[src/rtl/cfgld_pkg.sv]
package cfgld_pkg;

    localparam int          WORD_W   = 16;
    localparam logic [15:0] CRC_POLY = 16'h1021;
    localparam logic [15:0] CRC_SEED = 16'hFFFF;

    typedef enum logic [1:0] {
        ST_LOAD = 2'd0,
        ST_DONE = 2'd1,
        ST_IDLE = 2'd2,
        ST_FAIL = 2'd3
    } ld_state_t;

    // Per-cycle transfer classification produced by the sequencer
    typedef struct packed {
        logic take_data;   // a data word is accepted
        logic take_chk;    // a check word is accepted
        logic chk_ok;      // accepted check word equals computed CRC
    } beat_t;

    // Fold one 16-bit word into the CRC, MSB first
    function automatic logic [15:0] crc16_step(input logic [15:0] cur,
                                               input logic [15:0] word);
        logic [15:0] r;
        logic        fb;
        r = cur;
        for (int b = WORD_W - 1; b >= 0; b--) begin
            fb = r[15] ^ word[b];
            r  = {r[14:0], 1'b0};
            if (fb) r = r ^ CRC_POLY;
        end
        return r;
    endfunction

endpackage

[src/rtl/cfgld_crc16.sv]
module cfgld_crc16 (
    input  logic        clk,
    input  logic        rst,
    input  logic        restart,
    input  logic        update,
    input  logic [15:0] word,
    output logic [15:0] crc_q
);
    import cfgld_pkg::*;

    logic [15:0] crc_next;

    always_comb begin
        crc_next = crc16_step(crc_q, word);
    end

    always_ff @(posedge clk) begin
        if (rst || restart) begin
            crc_q <= CRC_SEED;
        end else if (update) begin
            crc_q <= crc_next;
        end
    end
endmodule

[src/rtl/cfgld_seq.sv]
module cfgld_seq #(
    parameter int FRAME_WORDS = 8,
    parameter int NUM_FRAMES  = 4,
    localparam int FIDX_W = (NUM_FRAMES > 1) ? $clog2(NUM_FRAMES) : 1,
    localparam int WIDX_W = $clog2(FRAME_WORDS + 1)
) (
    input  logic              clk,
    input  logic              rst,
    input  logic              in_valid,
    input  logic [15:0]       in_data,
    input  logic [15:0]       crc_q,
    output logic              in_ready,
    output cfgld_pkg::beat_t  beat,
    output logic [WIDX_W-1:0] word_idx,
    output logic [FIDX_W-1:0] frame_idx,
    output logic              config_done,
    output logic              config_error,
    output logic [FIDX_W-1:0] err_frame
);
    import cfgld_pkg::*;

    localparam logic [WIDX_W-1:0] CHK_SLOT   = WIDX_W'(FRAME_WORDS);
    localparam logic [FIDX_W-1:0] LAST_FRAME = FIDX_W'(NUM_FRAMES - 1);

    ld_state_t state_q;
    logic      accept;
    logic      at_chk;
    logic      is_last;

    always_comb begin
        in_ready       = (state_q == ST_LOAD);
        accept         = in_valid && in_ready;
        at_chk         = (word_idx == CHK_SLOT);
        is_last        = (frame_idx == LAST_FRAME);
        beat.take_data = accept && !at_chk;
        beat.take_chk  = accept && at_chk;
        beat.chk_ok    = (in_data == crc_q);
        config_done    = (state_q == ST_DONE);
        config_error   = (state_q == ST_FAIL);
    end

    always_ff @(posedge clk) begin
        if (rst) begin
            state_q   <= ST_LOAD;
            word_idx  <= '0;
            frame_idx <= '0;
            err_frame <= '0;
        end else begin
            unique case (state_q)
                ST_LOAD: begin
                    if (beat.take_data) begin
                        word_idx <= word_idx + 1'b1;
                    end else if (beat.take_chk) begin
                        if (beat.chk_ok) begin
                            word_idx <= '0;
                            if (is_last) begin
                                state_q <= ST_DONE;
                            end else begin
                                frame_idx <= frame_idx + 1'b1;
                            end
                        end else begin
                            state_q   <= ST_FAIL;
                            err_frame <= frame_idx;
                        end
                    end
                end
                ST_DONE: state_q <= ST_IDLE;
                ST_IDLE: state_q <= ST_IDLE;
                ST_FAIL: state_q <= ST_FAIL;
                default: state_q <= ST_FAIL;
            endcase
        end
    end
endmodule

[src/rtl/cfgld_store.sv]
module cfgld_store #(
    parameter int FRAME_WORDS = 8,
    parameter int NUM_FRAMES  = 4,
    localparam int FIDX_W = (NUM_FRAMES > 1) ? $clog2(NUM_FRAMES) : 1,
    localparam int DEPTH  = FRAME_WORDS * NUM_FRAMES,
    localparam int AW     = (DEPTH > 1) ? $clog2(DEPTH) : 1
) (
    input  logic              clk,
    input  logic              data_we,
    input  logic [AW-1:0]     data_addr,
    input  logic [15:0]       data_wd,
    input  logic              chk_we,
    input  logic [FIDX_W-1:0] chk_waddr,
    input  logic [15:0]       chk_wd,
    input  logic [AW-1:0]     rd_addr,
    output logic [15:0]       rd_data,
    input  logic [FIDX_W-1:0] chk_idx,
    output logic [15:0]       chk_data
);
    logic [15:0] frame_mem [DEPTH];
    logic [15:0] chk_mem   [NUM_FRAMES];

    always_ff @(posedge clk) begin
        if (data_we) frame_mem[data_addr] <= data_wd;
    end

    always_ff @(posedge clk) begin
        if (chk_we) chk_mem[chk_waddr] <= chk_wd;
    end

    always_comb begin
        rd_data  = frame_mem[rd_addr];
        chk_data = chk_mem[chk_idx];
    end
endmodule

[src/rtl/cfg_frame_loader.sv]
module cfg_frame_loader #(
    parameter int FRAME_WORDS = 8,
    parameter int NUM_FRAMES  = 4,
    localparam int FIDX_W = (NUM_FRAMES > 1) ? $clog2(NUM_FRAMES) : 1,
    localparam int DEPTH  = FRAME_WORDS * NUM_FRAMES,
    localparam int AW     = (DEPTH > 1) ? $clog2(DEPTH) : 1,
    localparam int WIDX_W = $clog2(FRAME_WORDS + 1)
) (
    input  logic              clk,
    input  logic              rst,
    input  logic [15:0]       in_data,
    input  logic              in_valid,
    output logic              in_ready,
    output logic              config_done,
    output logic              config_error,
    output logic [FIDX_W-1:0] err_frame,
    input  logic [AW-1:0]     rd_addr,
    output logic [15:0]       rd_data,
    input  logic [FIDX_W-1:0] chk_idx,
    output logic [15:0]       chk_data
);
    import cfgld_pkg::*;

    beat_t             beat;
    logic [15:0]       crc_q;
    logic [WIDX_W-1:0] word_idx;
    logic [FIDX_W-1:0] frame_idx;
    logic              data_we;
    logic              chk_we;
    logic [AW-1:0]     data_addr;

    always_comb begin
        data_we   = beat.take_data;
        chk_we    = beat.take_chk && beat.chk_ok;
        data_addr = AW'(frame_idx) * AW'(FRAME_WORDS) + AW'(word_idx);
    end

    cfgld_seq #(
        .FRAME_WORDS(FRAME_WORDS),
        .NUM_FRAMES (NUM_FRAMES)
    ) u_seq (
        .clk         (clk),
        .rst         (rst),
        .in_valid    (in_valid),
        .in_data     (in_data),
        .crc_q       (crc_q),
        .in_ready    (in_ready),
        .beat        (beat),
        .word_idx    (word_idx),
        .frame_idx   (frame_idx),
        .config_done (config_done),
        .config_error(config_error),
        .err_frame   (err_frame)
    );

    cfgld_crc16 u_crc (
        .clk    (clk),
        .rst    (rst),
        .restart(beat.take_chk),
        .update (beat.take_data),
        .word   (in_data),
        .crc_q  (crc_q)
    );

    cfgld_store #(
        .FRAME_WORDS(FRAME_WORDS),
        .NUM_FRAMES (NUM_FRAMES)
    ) u_store (
        .clk      (clk),
        .data_we  (data_we),
        .data_addr(data_addr),
        .data_wd  (in_data),
        .chk_we   (chk_we),
        .chk_waddr(frame_idx),
        .chk_wd   (crc_q),
        .rd_addr  (rd_addr),
        .rd_data  (rd_data),
        .chk_idx  (chk_idx),
        .chk_data (chk_data)
    );
endmodule

[config.mk]
export PLATFORM = sky130hd
export DESIGN_NAME = cfg_frame_loader
export DESIGN_NICKNAME = d
export VERILOG_FILES = /design/src/rtl/cfgld_pkg.sv /design/src/rtl/cfgld_crc16.sv /design/src/rtl/cfgld_seq.sv /design/src/rtl/cfgld_store.sv /design/src/rtl/cfg_frame_loader.sv
export SDC_FILE = /design/constraint.sdc
export NUM_CORES = 1
export LEC_CHECK = 0
export BUFFER_PORTS_ARGS = -buffer_cell sky130_fd_sc_hd__buf_4
export CORE_AREA = 2 2 233 235
export DETAILED_ROUTE_END_ITERATION = 16
export DIE_AREA = 0 0 235 237
export MAX_ROUTING_LAYER = met4
export PLACE_DENSITY = 0.7
export SYNTH_ARGS = -nofsm -noshare
export SYNTH_HDL_FRONTEND = slang
export SYNTH_SLANG_ARGS = --single-unit
[constraint.sdc]
create_clock -name clk -period 7.74 [get_ports clk]
set_clock_uncertainty 0.15 [all_clocks]
set_input_delay 1.548 -clock clk [delete_from_list [all_inputs] [get_ports clk]]
set_output_delay 1.548 -clock clk [all_outputs]
set_load 0.005 [all_outputs]
# Word-level counts from Yosys, hierarchy flattened

Memories as Yosys holds them, arrays and structs flattened.
Index checks and enable logic that the tools add are counted.

Mux-type cells: 28
Equality and inequality tests: 9
Bitwise operators: 35
Add/subtract/negate cells: 3
Reductions and logical operators: 14

Operators with widths:

| kind                                                  | number |
|---|---|
| 2-to-1 mux 13 bit                                     | 16 |
| inverter 3 bit                                        | 16 |
| equality test 16 bit                                  | 1 |
| XOR 1 bit                                             | 16 |
| 2-to-1 mux 4 bit                                      | 3 |
| 2-to-1 mux 2 bit                                      | 4 |
| equality test 2 bit, second input constant            | 3 |
| one-hot mux 2 bit (3 select lines)                    | 1 |
| AND reduction 3 bit                                   | 2 |
| adder 5 x 4 -> 5 bit                                  | 1 |
| AND reduction 5 bit                                   | 1 |
| adder 4 x 1 -> 4 bit, second input constant           | 1 |
| equality test 4 bit, second input constant            | 1 |
| logical AND 1 bit                                     | 4 |
| 2-to-1 mux 1 bit                                      | 4 |
| AND reduction 4 bit                                   | 1 |
| nonzero test 2 bit                                    | 2 |
| inequality test 3 x 2 -> 1 bit, second input constant | 1 |
| inverter 1 bit                                        | 3 |
| adder 2 x 1 -> 2 bit, second input constant           | 1 |
| equality test 2 x 1 -> 1 bit, second input constant   | 1 |
| logical NOT 2 bit                                     | 1 |
| inequality test 2 x 1 -> 1 bit, second input constant | 1 |
| inequality test 2 bit, second input constant          | 1 |
| other kinds (3)                                       | 3 |

Memories kept: 2
Logic and storage cells: 96
RAM bits: 576
Flip-flop bits (word level): 26

Memories:

| name              | words | bits a word | rd ports | clocked after Yosys merged registers in | write ports | line              | text |
|---|---|---|---|---|---|---|---|
| u_store.frame_mem | 32    | 16          | 1        | 0                                       | 1           | cfgld_store.sv:20 | `logic [15:0] frame_mem [DEPTH];` |
| u_store.chk_mem   | 4     | 16          | 1        | 0                                       | 1           | cfgld_store.sv:21 | `logic [15:0] chk_mem [NUM_FRAMES];` |

# Logic depth before layout (Yosys ltp)

Gate-level depths: netlist of the first run.

Word-level depth: 32
Gate-level depth with buffers: 9
Mapped depth without buffers: 8

# Cells and area by module

A second synthesis of the first run with hierarchy kept.

Cells, all modules: 1,422
Area total of the unflattened synthesis: 24,489.7 um^2

Modules (own cells, without submodules):

| module           | instances | sequential area each (um^2) | cells each | area an instance (um^2) |
|---|---|---|---|---|
| cfgld_store      | 1         | 17,296.6                    | 1,217      | 22,537.9 |
| cfgld_crc16      | 1         | 320.3                       | 115        | 1,106.1 |
| cfgld_seq        | 1         | 200.2                       | 87         | 818.3 |
| cfg_frame_loader | 1         | 0.0                         | 3          | 27.5 |

# Worst setup path after synthesis of the first run

No wires, ideal clock.

Path kind: input -> output
Start: input rd_addr[0]
End: output rd_data[0]
Arrival time: 3.326 ns
Required time: 6.042 ns
Path slack: 2.716 ns
Stages on the path: 5
Buffers on the path: 2
Cells stage by stage: clkbuf_1 buf_2 mux4_2 mux4_2 mux2_2

Word-level cells in the longest chain between the ends: 1

RTL lines:

| what                 | line                   | text |
|---|---|---|
| from (decl)          | cfg_frame_loader.sv:17 | `input logic [AW-1:0] rd_addr,` |
| memory (32 x 16 bit) | --                     |  |
| to (decl)            | cfg_frame_loader.sv:18 | `output logic [15:0] rd_data,` |

No other way between the ends.

# Worst setup path in the final report of the first run

Start: input rd_addr[0]
End: output rd_data[10]

The elaborated chain is that of the path after synthesis.

==> results of run 1 <==
worst max-delay path: stages:
cell and delay [ns]:
sky130_fd_sc_hd__clkbuf_8 0.64, sky130_fd_sc_hd__buf_4 0.42, sky130_fd_sc_hd__mux4_2 0.54, sky130_fd_sc_hd__mux4_2 0.53
sky130_fd_sc_hd__mux2_2 0.29, sky130_fd_sc_hd__buf_4 0.13
cells in the mapped netlist, types with 2 or more instances:
master / instances / share of area
sky130_fd_sc_hd__mux2_2: 16 / 0.0076
sky130_fd_sc_hd__and2_1: 8 / 0.0021
sky130_fd_sc_hd__buf_1: 8 / 0.0013
sky130_fd_sc_hd__nor2_1: 42 / 0.0066
sky130_fd_sc_hd__o32a_1: 4 / 0.0017
sky130_fd_sc_hd__dfxtp_1: 26 / 0.022
sky130_fd_sc_hd__nand4_1: 6 / 0.0016
sky130_fd_sc_hd__a21oi_1: 8 / 0.0017
sky130_fd_sc_hd__inv_1: 7 / 0.0011
sky130_fd_sc_hd__nor2b_1: 3 / 0.00079
sky130_fd_sc_hd__xor3_2: 2 / 0.0021
sky130_fd_sc_hd__nand3_1: 7 / 0.0015
sky130_fd_sc_hd__mux4_2: 176 / 0.17
sky130_fd_sc_hd__xnor2_1: 29 / 0.011
sky130_fd_sc_hd__edfxtp_1: 576 / 0.73
sky130_fd_sc_hd__buf_2: 13 / 0.0027
sky130_fd_sc_hd__ha_1: 13 / 0.0069
sky130_fd_sc_hd__nand3b_1: 2 / 0.00063
sky130_fd_sc_hd__nor3_1: 2 / 0.00042
sky130_fd_sc_hd__xor2_1: 10 / 0.0037
sky130_fd_sc_hd__mux2i_1: 3 / 0.0013
sky130_fd_sc_hd__xnor3_1: 6 / 0.0057
sky130_fd_sc_hd__clkbuf_1: 26 / 0.0041
sky130_fd_sc_hd__xor3_1: 3 / 0.0030
sky130_fd_sc_hd__nand2_1: 25 / 0.0040
sky130_fd_sc_hd__o22ai_1: 10 / 0.0026
sky130_fd_sc_hd__xnor2_2: 3 / 0.0021
worst max path at each step:
stage / cells past startpoint / slack, ns / startpoint / end
floorplan: 5 / 2.72 / rd_addr[0] / rd_data[0]
global placement: 6 / 1.83 / rd_addr[0] / rd_data[10]
global route: 6 / 1.71 / rd_addr[0] / rd_data[10]
CTS: 6 / 1.83 / rd_addr[0] / rd_data[10]
detailed placement: 6 / 1.85 / rd_addr[0] / rd_data[10]
finish: 6 / 1.91 / rd_addr[0] / rd_data[10]
cells by family after synthesis:
family,count (synthesis),share of synthesized area
multiplexers,195,0.1759
AND/OR/NAND/NOR,101,0.02014
adder cells (fa/ha/maj),13,0.006854
buffers and inverters,56,0.01002
XOR/XNOR,53,0.02726
flip-flops,602,0.7507
AO/OA/AOI/OAI,29,0.009121
per-stage QoR:
step,util,cell area [um^2]
after floorplan,-,23730
after global placement,0.4726,25180
after detailed placement,0.4726,25180
after CTS,0.5096,27150
after global routing,0.5096,27150
final,0.5096,27150
metal layers:
| metal | part of all wire | GRT usage | vias up |
|---|---|---|---|
| li1 | - | - | 4612 |
| met1 | 0.42 | 0.2548 | 5783 |
| met2 | 0.48 | 0.2916 | 412 |
| met3 | 0.072 | 0.04255 | 79 |
| met4 | 0.025 | 0.05850 | 0 |
| met5 | 0 | - | - |
sequential cells by signal (all words and copies together) (netlist names):
signal,flops
u_seq.err_frame,2
u_seq.word_idx,4
u_store.frame_mem,512
u_store.chk_mem,64
u_crc.crc_q,16
u_seq.state_q,2
u_seq.frame_idx,2
power by group:
| part | leakage, nW | switching (mW) | internal (mW) |
|---|---|---|---|
| Sequential | 5.38 | 0.0870 | 3.67 |
| Clock | 0.962 | 1.21 | 1.67 |
| Combinational | 2.31 | 0.514 | 0.544 |
area by class of cell:
class	instances	area share
Clock buffer	68	0.05561
Clock inverter	42	0.01705
Inverter	7	0.0009676
Multi-Input combinational cell	391	0.2103
Sequential cell	602	0.6561
Tap cell	696	0.03207
Timing Repair Buffer	95	0.02788
==> key figures, run 1 <==
Outcome
  – Run status: finished clean

Worst setup path
  – Data required time of the worst path: 6.04 ns
  – Category of the worst setup path capture point: output pin
  – Worst reg2reg endpoint: u_store.frame_mem[12][13]$_DFFE_PP_
  – Worst Path Max Fanout: 67
  – Cell count of the worst reg-to-reg path: 6
  – R2R Setup Slk: 4.16 ns
  – Worst reg2reg startpoint: u_seq.state_q[1]$_SDFFE_PP0P_
  – Kind of critical path: primary input to output pin
  – CP Launch Type: primary input
  – Worst Path Arrival: 4.14 ns

STA
  – Worst slew margin relative to its limit: 0.2507
  – Worst hold margin: 0.3668 ns
  – Total Negative Setup Slacks: 0 ns
  – Number of failing setup endpoints in the final timing report: 0
  – Setup repair after global routing missed its margin: false
  – Minimum setup slack in the final design: 1.907 ns
  – Post-route clock period utilization: 0.7536
  – Timing-limited maximum frequency: 171.4 MHz
  – Transition time of the tightest slew-check pin: 1.123 ns
  – Max Slew Vio Count: 0
  – Number of hold violations in the final report: 0
  – Final Critical Period: 5.833 ns

Floorplanning
  – Placeable core region: 0.05328 mm^2
  – Effective utilization at floorplan: 0.4454
  – DIE WIDTH: 235 um
  – Die outline area: 0.05570 mm^2
  – I/O Pins: 63
  – Vertical extent of the die: 237 um
  – Cell row count: 85

Power and ir drop
  – PwrDens: 283.5 mW/mm^2
  – Total power consumption of the routed design: 7.700 mW
  – Highest ir drop seen on vdd: 241.9 uV
  – Leakage: 8.648 nW

Synth
  – Number of warnings issued by yosys: 0
  – Synthesized netlist cell count: 1049
  – Most used flip-flop cell after synthesis: sky130_fd_sc_hd__edfxtp_1
  – Register area share after synthesis: 0.7507
  – Post-Synthesis Mean Instance Area: 22.62 um^2
  – Synthesized netlist net count: 1088
  – EDFF count, synth: 576
  – Flop and latch count out of synthesis: 602
  – Synth unique cells: 42
  – Share of synthesized registers carrying an async set or reset: 0
  – Post-Synthesis Cell Area: 0.02373 mm^2

Place
  – Routability congestion estimate: 0.7937
  – Placed wire-length estimate: 28.35 mm
  – Pre-CTS worst setup slack: 1.848 ns
  – Total of buffers placed on input and output ports: 62
  – Placed cells: 1791

Clocking
  – Root cell of the clock tree: sky130_fd_sc_hd__clkbuf_16
  – Clock slew at reported path FFs: 0.06 ns
  – Inserted Clock Buffers: 59
  – CTS Hold Buffers Added: 0
  – Count of cells resized by post-cts repair: 0
  – Post-CTS setup buffer count: 0
  – Latest clock arrival within the worst-skew pair: 0.62 ns
  – TritonCTS clock tree: built
  – Clock buffer depth: 3
  – CTS H-Tree Depth: 2
  – Number of sinks driven by the clock tree: 602

Detailed routing
  – Via count of the routed design: 10890
  – Total wirelength of the detailed-routed design: 50.54 mm
  – DRC errors left: 0
  – Iteration count of the initial detailed-routing pass: 5
  – Vias/cell: 5.726
  – Post-DRT Antenna Nets: 0
  – Initial DRC count: 878
  – Routed len/inst: 26.59 um

Finish
  – Flip-flop and latch area: 0.01782 mm^2
  – Highest-count cells in the layout ignoring fill and taps: sky130_fd_sc_hd__edfxtp_1 (576), sky130_fd_sc_hd__mux4_2 (176), sky130_fd_sc_hd__buf_4 (91)
  – Leading cell type in the layout, fill and taps excluded: sky130_fd_sc_hd__edfxtp_1
  – Antenna Diode Count: 0
  – Multi-input gate area: 0.005710 mm^2
  – Layout Area Growth over Synthesis: 14.42%
  – Count of non-filler cells in the finished layout: 1901
  – Fraction of layout cells with a size suffix above 1: 0.3278
  – Number of nets in the layout: 1195
  – Layout fillers: 4107

Global route
  – Pin count of the biggest net entering global routing: 68
  – Number of antenna violations at the first check in global routing: 0
  – Via count of the first global-routing pass: 11310
  – Combined global-route utilization of all metal layers: 0.1895
  – Final global-route overflow total: 0
  – Wire length of the first global-routing pass: 74.73 mm

Min path
  – Worst hold path stage count: 2
  – HP Start: u_seq.err_frame[1]$_SDFFE_PP0P_
  – Type of the worst min-delay path: register to register
  – Destination of the worst hold path: u_seq.err_frame[1]$_SDFFE_PP0P_

Flow run
  – Max_cap viols: 0
(Power assumes the default switching activity.)
==> inputs of run 2 (changes only) <==
--- a/config.mk
+++ b/config.mk
@@ -10,7 +10,7 @@
 export DETAILED_ROUTE_END_ITERATION = 16
 export DIE_AREA = 0 0 235 237
 export MAX_ROUTING_LAYER = met4
-export PLACE_DENSITY = 0.7
+export PLACE_DENSITY = 0.73
 export SYNTH_ARGS = -nofsm -noshare
 export SYNTH_HDL_FRONTEND = slang
 export SYNTH_SLANG_ARGS = --single-unit
==> constraint.sdc (replaced) <==
create_clock -name clk -period 5.2 [get_ports clk]
set_clock_uncertainty 0.15 [all_clocks]
set_input_delay 1.04 -clock clk [delete_from_list [all_inputs] [get_ports clk]]
set_output_delay 1.04 -clock clk [all_outputs]
set_load 0.005 [all_outputs]
==> key figures, run 2 (synthesis gave the netlist of run 1 again) <==
Finish
  – Largest Register: u_store.frame_mem
  – Antenna Diode Count: 0 (unchanged)
  – Final Instance Area: 0.02747 mm^2 (+1.2%)
  – Number of flip-flops in the largest register: 512 (unchanged)
  – Layout Area Growth over Synthesis: 15.76%
  – Leading cell type in the layout, fill and taps excluded: sky130_fd_sc_hd__edfxtp_1
  – Highest-count cells in the layout ignoring fill and taps: sky130_fd_sc_hd__edfxtp_1 (576), sky130_fd_sc_hd__mux4_2 (176), sky130_fd_sc_hd__buf_4 (109)
  – Largest regs: u_store.frame_mem: 512 flops, u_store.chk_mem: 64 flops, u_crc.crc_q: 16 flops
  – Number of nets in the layout: 1215 (+1.7%)
  – Fraction of layout cells with a size suffix above 1: 0.3410 (+0.01316)

Global route
  – Wire length of the first global-routing pass: 77.99 mm (+4.4%)
  – Final global-route overflow total: 0 (unchanged)
  – Combined global-route utilization of all metal layers: 0.1976 (+0.008072)
  – Pin count of the biggest net entering global routing: 38 (-44%)
  – Via count of the first global-routing pass: 11770 (+4.1%)
  – Number of antenna violations at the first check in global routing: 1 (+1)

Detailed routing
  – Initial DRC count: 1045 (+19%)
  – DRC errors left: 0 (unchanged)
  – Via count of the routed design: 11180 (+2.7%)
  – Iteration count of the initial detailed-routing pass: 4 (-1)
  – Routed len/inst: 27.54 um (+3.6%)
  – Total wirelength of the detailed-routed design: 52.84 mm (+4.5%)
  – Post-DRT Antenna Nets: 0 (unchanged)
  – Vias/cell: 5.823 (+1.7%)

Clocking
  – Number of sinks driven by the clock tree: 602 (unchanged)
  – CTS H-Tree Depth: 2 (unchanged)
  – Clock buffer depth: 3 (unchanged)
  – Count of cells resized by post-cts repair: 0 (unchanged)
  – Inserted Clock Buffers: 58 (-1.7%)
  – Latest clock arrival within the worst-skew pair: 0.63 ns (about the same)
  – CTS Hold Buffers Added: 0 (unchanged)
  – Clock slew at reported path FFs: 0.06 ns (about the same)
  – TritonCTS clock tree: built
  – Post-CTS setup buffer count: 0 (unchanged)
  – Root cell of the clock tree: sky130_fd_sc_hd__clkbuf_16

Worst setup path
  – Data required time of the worst path: 4.01 ns (-2.03 ns)
  – Worst Path Max Fanout: 37 (-45%)
  – CP Launch Type: primary input
  – Kind of critical path: primary input to output pin
  – Worst reg2reg startpoint: u_seq.state_q[1]$_SDFFE_PP0P_
  – Beginning of the critical path: rd_addr[0]
  – Worst Path Arrival: 3.37 ns (-0.77 ns)
  – Category of the worst setup path capture point: output pin

STA
  – Post-route clock period utilization: 0.8774
  – Transition time of the tightest slew-check pin: 0.8327 ns (-0.2900 ns)
  – Setup repair after global routing missed its margin: false
  – Worst slew margin relative to its limit: 0.4449 (+0.1941)
  – Max Slew Vio Count: 0 (unchanged)
  – Timing-limited maximum frequency: 219.2 MHz
  – Number of failing setup endpoints in the final timing report: 0 (unchanged)
  – Final Critical Period: 4.563 ns
  – Total Negative Setup Slacks: 0 ns (unchanged)
  – Number of hold violations in the final report: 0 (unchanged)

Floorplanning
  – Cell row count: 85 (unchanged)
  – Die outline area: 0.05570 mm^2 (unchanged)
  – I/O Pins: 63 (unchanged)
  – Placeable core region: 0.05328 mm^2 (unchanged)
  – DIE WIDTH: 235 um (unchanged)
  – Effective utilization at floorplan: 0.4454 (unchanged)
  – Vertical extent of the die: 237 um (unchanged)

Min path
  – HP Start: u_seq.err_frame[0]$_SDFFE_PP0P_
  – Type of the worst min-delay path: register to register

Place
  – Placed Instance Area: 0.02537 mm^2 (+0.74%)
  – Placed wire-length estimate: 30.16 mm (+6.4%)
  – Routability congestion estimate: 0.7889 (-0.60%)
  – Total of buffers placed on input and output ports: 62 (unchanged)

Power and ir drop
  – Highest ir drop seen on vdd: 361.8 uV (+50%)
  – Leakage: 8.825 nW (+2.0%)
  – PwrDens: 428.3 mW/mm^2 (+51%)

Outcome
  – Run status: finished clean

Flow run
  – Max_cap viols: 0 (unchanged)
[run 2: layout make-up]
class                      count  area, um^2
fill                        4003       25810
timing repair buffer         116       952.2
clock buffer                  65        1478
sequential                   602       17820
tap                          696       870.8
inverter                       7       26.28
multi-input combinational    391        5703
clock inverter                42       625.6
[run 2: per-stage QoR]
stage / power (mW) / setup slack [ns] / util / cells / hold WS [ns]
finish: 11.77 / 0.6375 / 0.5156 / 1919 / 0.3663
global route: 12.15 / 0.5496 / 0.5156 / 1919 / 0.4091
CTS: 11.84 / 0.6246 / 0.5156 / 1919 / 0.3680
detailed placement: 7.290 / 0.6311 / 0.4761 / 1812 / 0.3507
global placement: 7.237 / 0.6502 / 0.4761 / 1812 / 0.3373
floorplan: 6.835 / 1.192 / - / 1049 / 0.3162
[run 2: final timing paths]
kind	slack (ns)	cells past startpoint	end
worst max register to register	2.05	7	u_store.frame_mem[26][5]$_DFFE_PP_
worst max-delay path	0.64	6	rd_data[15]
worst min register to register	0.37	2	u_seq.err_frame[0]$_SDFFE_PP0P_
worst min-delay path	0.37	2	u_seq.err_frame[0]$_SDFFE_PP0P_
[run 2: routing by layer]
metal	vias up	global-route usage	part of all wire
li1	4658	-	-
met1	5896	0.2606	0.40
met2	544	0.3116	0.49
met3	77	0.04488	0.088
met4	0	0.05581	0.023
met5	-	-	0
[run 2: critical path, cell delays in order]
cell and delay (ns):
sky130_fd_sc_hd__clkbuf_8 0.44, sky130_fd_sc_hd__buf_12 0.26, sky130_fd_sc_hd__mux4_2 0.54, sky130_fd_sc_hd__mux4_2 0.51, sky130_fd_sc_hd__mux2_2 0.35, sky130_fd_sc_hd__buf_4 0.16
[run 2: where the power goes]
part           total, mW  switching (mW)  internal, mW
Combinational       1.61           0.789         0.818
Clock               4.57            1.81          2.76
Sequential          5.59           0.131          5.46
Total               11.8            2.73          9.03
==> inputs of run 3 (changes only) <==
--- a/config.mk
+++ b/config.mk
@@ -7,6 +7,7 @@
 export LEC_CHECK = 0
 export BUFFER_PORTS_ARGS = -buffer_cell sky130_fd_sc_hd__buf_4
 export CORE_AREA = 2 2 233 235
+export CTS_BUF_LIST = sky130_fd_sc_hd__clkbuf_4 sky130_fd_sc_hd__clkbuf_8
 export DETAILED_ROUTE_END_ITERATION = 16
 export DIE_AREA = 0 0 235 237
 export MAX_ROUTING_LAYER = met4
==> key figures, run 3 (synthesis gave the netlist of run 1 again) <==
Clocking
  – Clock slew at reported path FFs: 0.06 ns (about the same)
  – Root cell of the clock tree: sky130_fd_sc_hd__clkbuf_8
  – Number of sinks driven by the clock tree: 602 (unchanged)
  – Count of cells resized by post-cts repair: 0 (unchanged)
  – TritonCTS clock tree: built
  – Latest clock arrival within the worst-skew pair: 0.67 ns (+0.04 ns)
  – CTS Hold Buffers Added: 0 (unchanged)
  – Inserted Clock Buffers: 95 (+64%)
  – Post-CTS setup buffer count: 0 (unchanged)
  – Clock buffer depth: 3 (unchanged)
  – CTS H-Tree Depth: 3 (+1)

Global route
  – Pin count of the biggest net entering global routing: 38 (unchanged)
  – Via count of the first global-routing pass: 11870 (+0.83%)
  – Number of antenna violations at the first check in global routing: 1 (unchanged)
  – Wire length of the first global-routing pass: 76.88 mm (-1.4%)
  – Final global-route overflow total: 0 (unchanged)
  – Combined global-route utilization of all metal layers: 0.1957 (-0.001910)

STA
  – Max Slew Vio Count: 0 (unchanged)
  – Timing-limited maximum frequency: 218.9 MHz (-0.13%)
  – Final Critical Period: 4.568 ns (+0.005961 ns)
  – Transition time of the tightest slew-check pin: 0.8060 ns (-0.02675 ns)
  – Number of failing setup endpoints in the final timing report: 0 (unchanged)
  – Number of hold violations in the final report: 0 (unchanged)
  – Post-route clock period utilization: 0.8786 (+0.001146)
  – Worst slew margin relative to its limit: 0.4627 (+0.01783)
  – Setup repair after global routing missed its margin: false
  – Total Negative Setup Slacks: 0 ns (unchanged)

Detailed routing
  – Routed len/inst: 26.20 um (-4.8%)
  – Via count of the routed design: 11360 (+1.6%)
  – Post-DRT Antenna Nets: 0 (unchanged)
  – Vias/cell: 5.716 (-1.8%)
  – Total wirelength of the detailed-routed design: 52.07 mm (-1.5%)
  – Initial DRC count: 1108 (+6.0%)
  – DRC errors left: 0 (unchanged)
  – Iteration count of the initial detailed-routing pass: 7 (+3)

Finish
  – Highest-count cells in the layout ignoring fill and taps: sky130_fd_sc_hd__edfxtp_1 (576), sky130_fd_sc_hd__mux4_2 (176), sky130_fd_sc_hd__buf_4 (109)
  – Leading cell type in the layout, fill and taps excluded: sky130_fd_sc_hd__edfxtp_1
  – Antenna Diode Count: 0 (unchanged)
  – Largest regs: u_store.frame_mem: 512 flops, u_store.chk_mem: 64 flops, u_crc.crc_q: 16 flops
  – Number of flip-flops in the largest register: 512 (unchanged)
  – Number of nets in the layout: 1252 (+3.0%)
  – Utilization of the core after routing: 0.5120 (-0.003640)
  – Layout Area Growth over Synthesis: 14.94%
  – Largest Register: u_store.frame_mem
  – Fraction of layout cells with a size suffix above 1: 0.3695 (+0.02852)

Worst setup path
  – Data required time of the worst path: 4.01 ns (about the same)
  – CP Launch Type: primary input
  – R2R Setup Slk: 2.05 ns (about the same)
  – Category of the worst setup path capture point: output pin
  – Worst Path Arrival: 3.38 ns (about the same)
  – Worst reg2reg startpoint: u_seq.state_q[1]$_SDFFE_PP0P_
  – Worst reg2reg endpoint: u_store.frame_mem[26][5]$_DFFE_PP_
  – Kind of critical path: primary input to output pin
  – Cell count of the worst reg-to-reg path: 7 (unchanged)
  – Worst Path Max Fanout: 37 (unchanged)

Power and ir drop
  – PwrDens: 409.8 mW/mm^2 (-4.3%)
  – Highest ir drop seen on vdd: 258.9 uV (-28%)
  – Leakage: 8.812 nW (-0.14%)

Floorplanning
  – Die outline area: 0.05570 mm^2 (unchanged)
  – Effective utilization at floorplan: 0.4454 (unchanged)
  – DIE WIDTH: 235 um (unchanged)
  – Placeable core region: 0.05328 mm^2 (unchanged)
  – Vertical extent of the die: 237 um (unchanged)
  – Cell row count: 85 (unchanged)
  – I/O Pins: 63 (unchanged)

Place
  – Routability congestion estimate: 0.7889 (unchanged)
  – Placed wire-length estimate: 30.16 mm (unchanged)
  – Total of buffers placed on input and output ports: 62 (unchanged)

Min path
  – Type of the worst min-delay path: register to register
  – HP Start: u_seq.err_frame[0]$_SDFFE_PP0P_
  – Worst hold path stage count: 2 (unchanged)
  – Destination of the worst hold path: u_seq.err_frame[0]$_SDFFE_PP0P_

Flow run
  – Max_cap viols: 0 (unchanged)

Outcome
  – Run status: finished clean
## run 3: worst max-delay path, cell delays in order
cell	delay [ns]
sky130_fd_sc_hd__clkbuf_8	0.45
sky130_fd_sc_hd__buf_12	0.27
sky130_fd_sc_hd__mux4_2	0.54
sky130_fd_sc_hd__mux4_2	0.51
sky130_fd_sc_hd__mux2_2	0.36
sky130_fd_sc_hd__buf_4	0.16
## run 3: worst max-delay path by stage
stage,cells past startpoint,start,endpoint,slack (ns)
final,6,rd_addr[0],rd_data[15],0.63
after global routing,6,rd_addr[0],rd_data[8],0.54
after CTS,6,rd_addr[0],rd_data[8],0.63
after detailed placement,6,rd_addr[0],rd_data[8],0.63
after global placement,6,rd_addr[0],rd_data[0],0.65
after floorplan,5,rd_addr[0],rd_data[0],1.19
## run 3: metrics by stage
stage	total power [mW]	setup WS (ns)	cell area (um^2)	hold slack, ns	cells
after floorplan	6.835	1.192	23730	0.3162	1049
after global routing	11.60	0.5401	27280	0.4125	1987
after CTS	11.27	0.6291	27280	0.3693	1987
after global placement	7.237	0.6502	25370	0.3373	1812
after detailed placement	7.290	0.6311	25370	0.3507	1812
final	11.18	0.6315	27280	0.3675	1987
## run 3: cell type report
type | count | area (um^2)
clock buffers | 128 | 1555
clock inverters | 47 | 354.1
fillers | 4064 | 26000
inverters | 7 | 26.28
multi-input cells | 391 | 5703
flip-flops and latches | 602 | 17820
well taps | 696 | 870.8
repair buffers | 116 | 952.2
## run 3: layer usage
layer	global-route usage	part of all wire
met5	-	0
met4	0.05274	0.016
met3	0.04943	0.091
met2	0.2993	0.49
met1	0.2641	0.40
## run 3: where the power goes
group | internal (mW) | leakage, nW | total [mW] | switching, mW
registers | 5.46 | 5.38 | 5.60 | 0.132
logic | 0.818 | 2.43 | 1.60 | 0.786
clock network | 2.16 | 1.01 | 3.98 | 1.82
total | 8.44 | 8.81 | 11.2 | 2.73
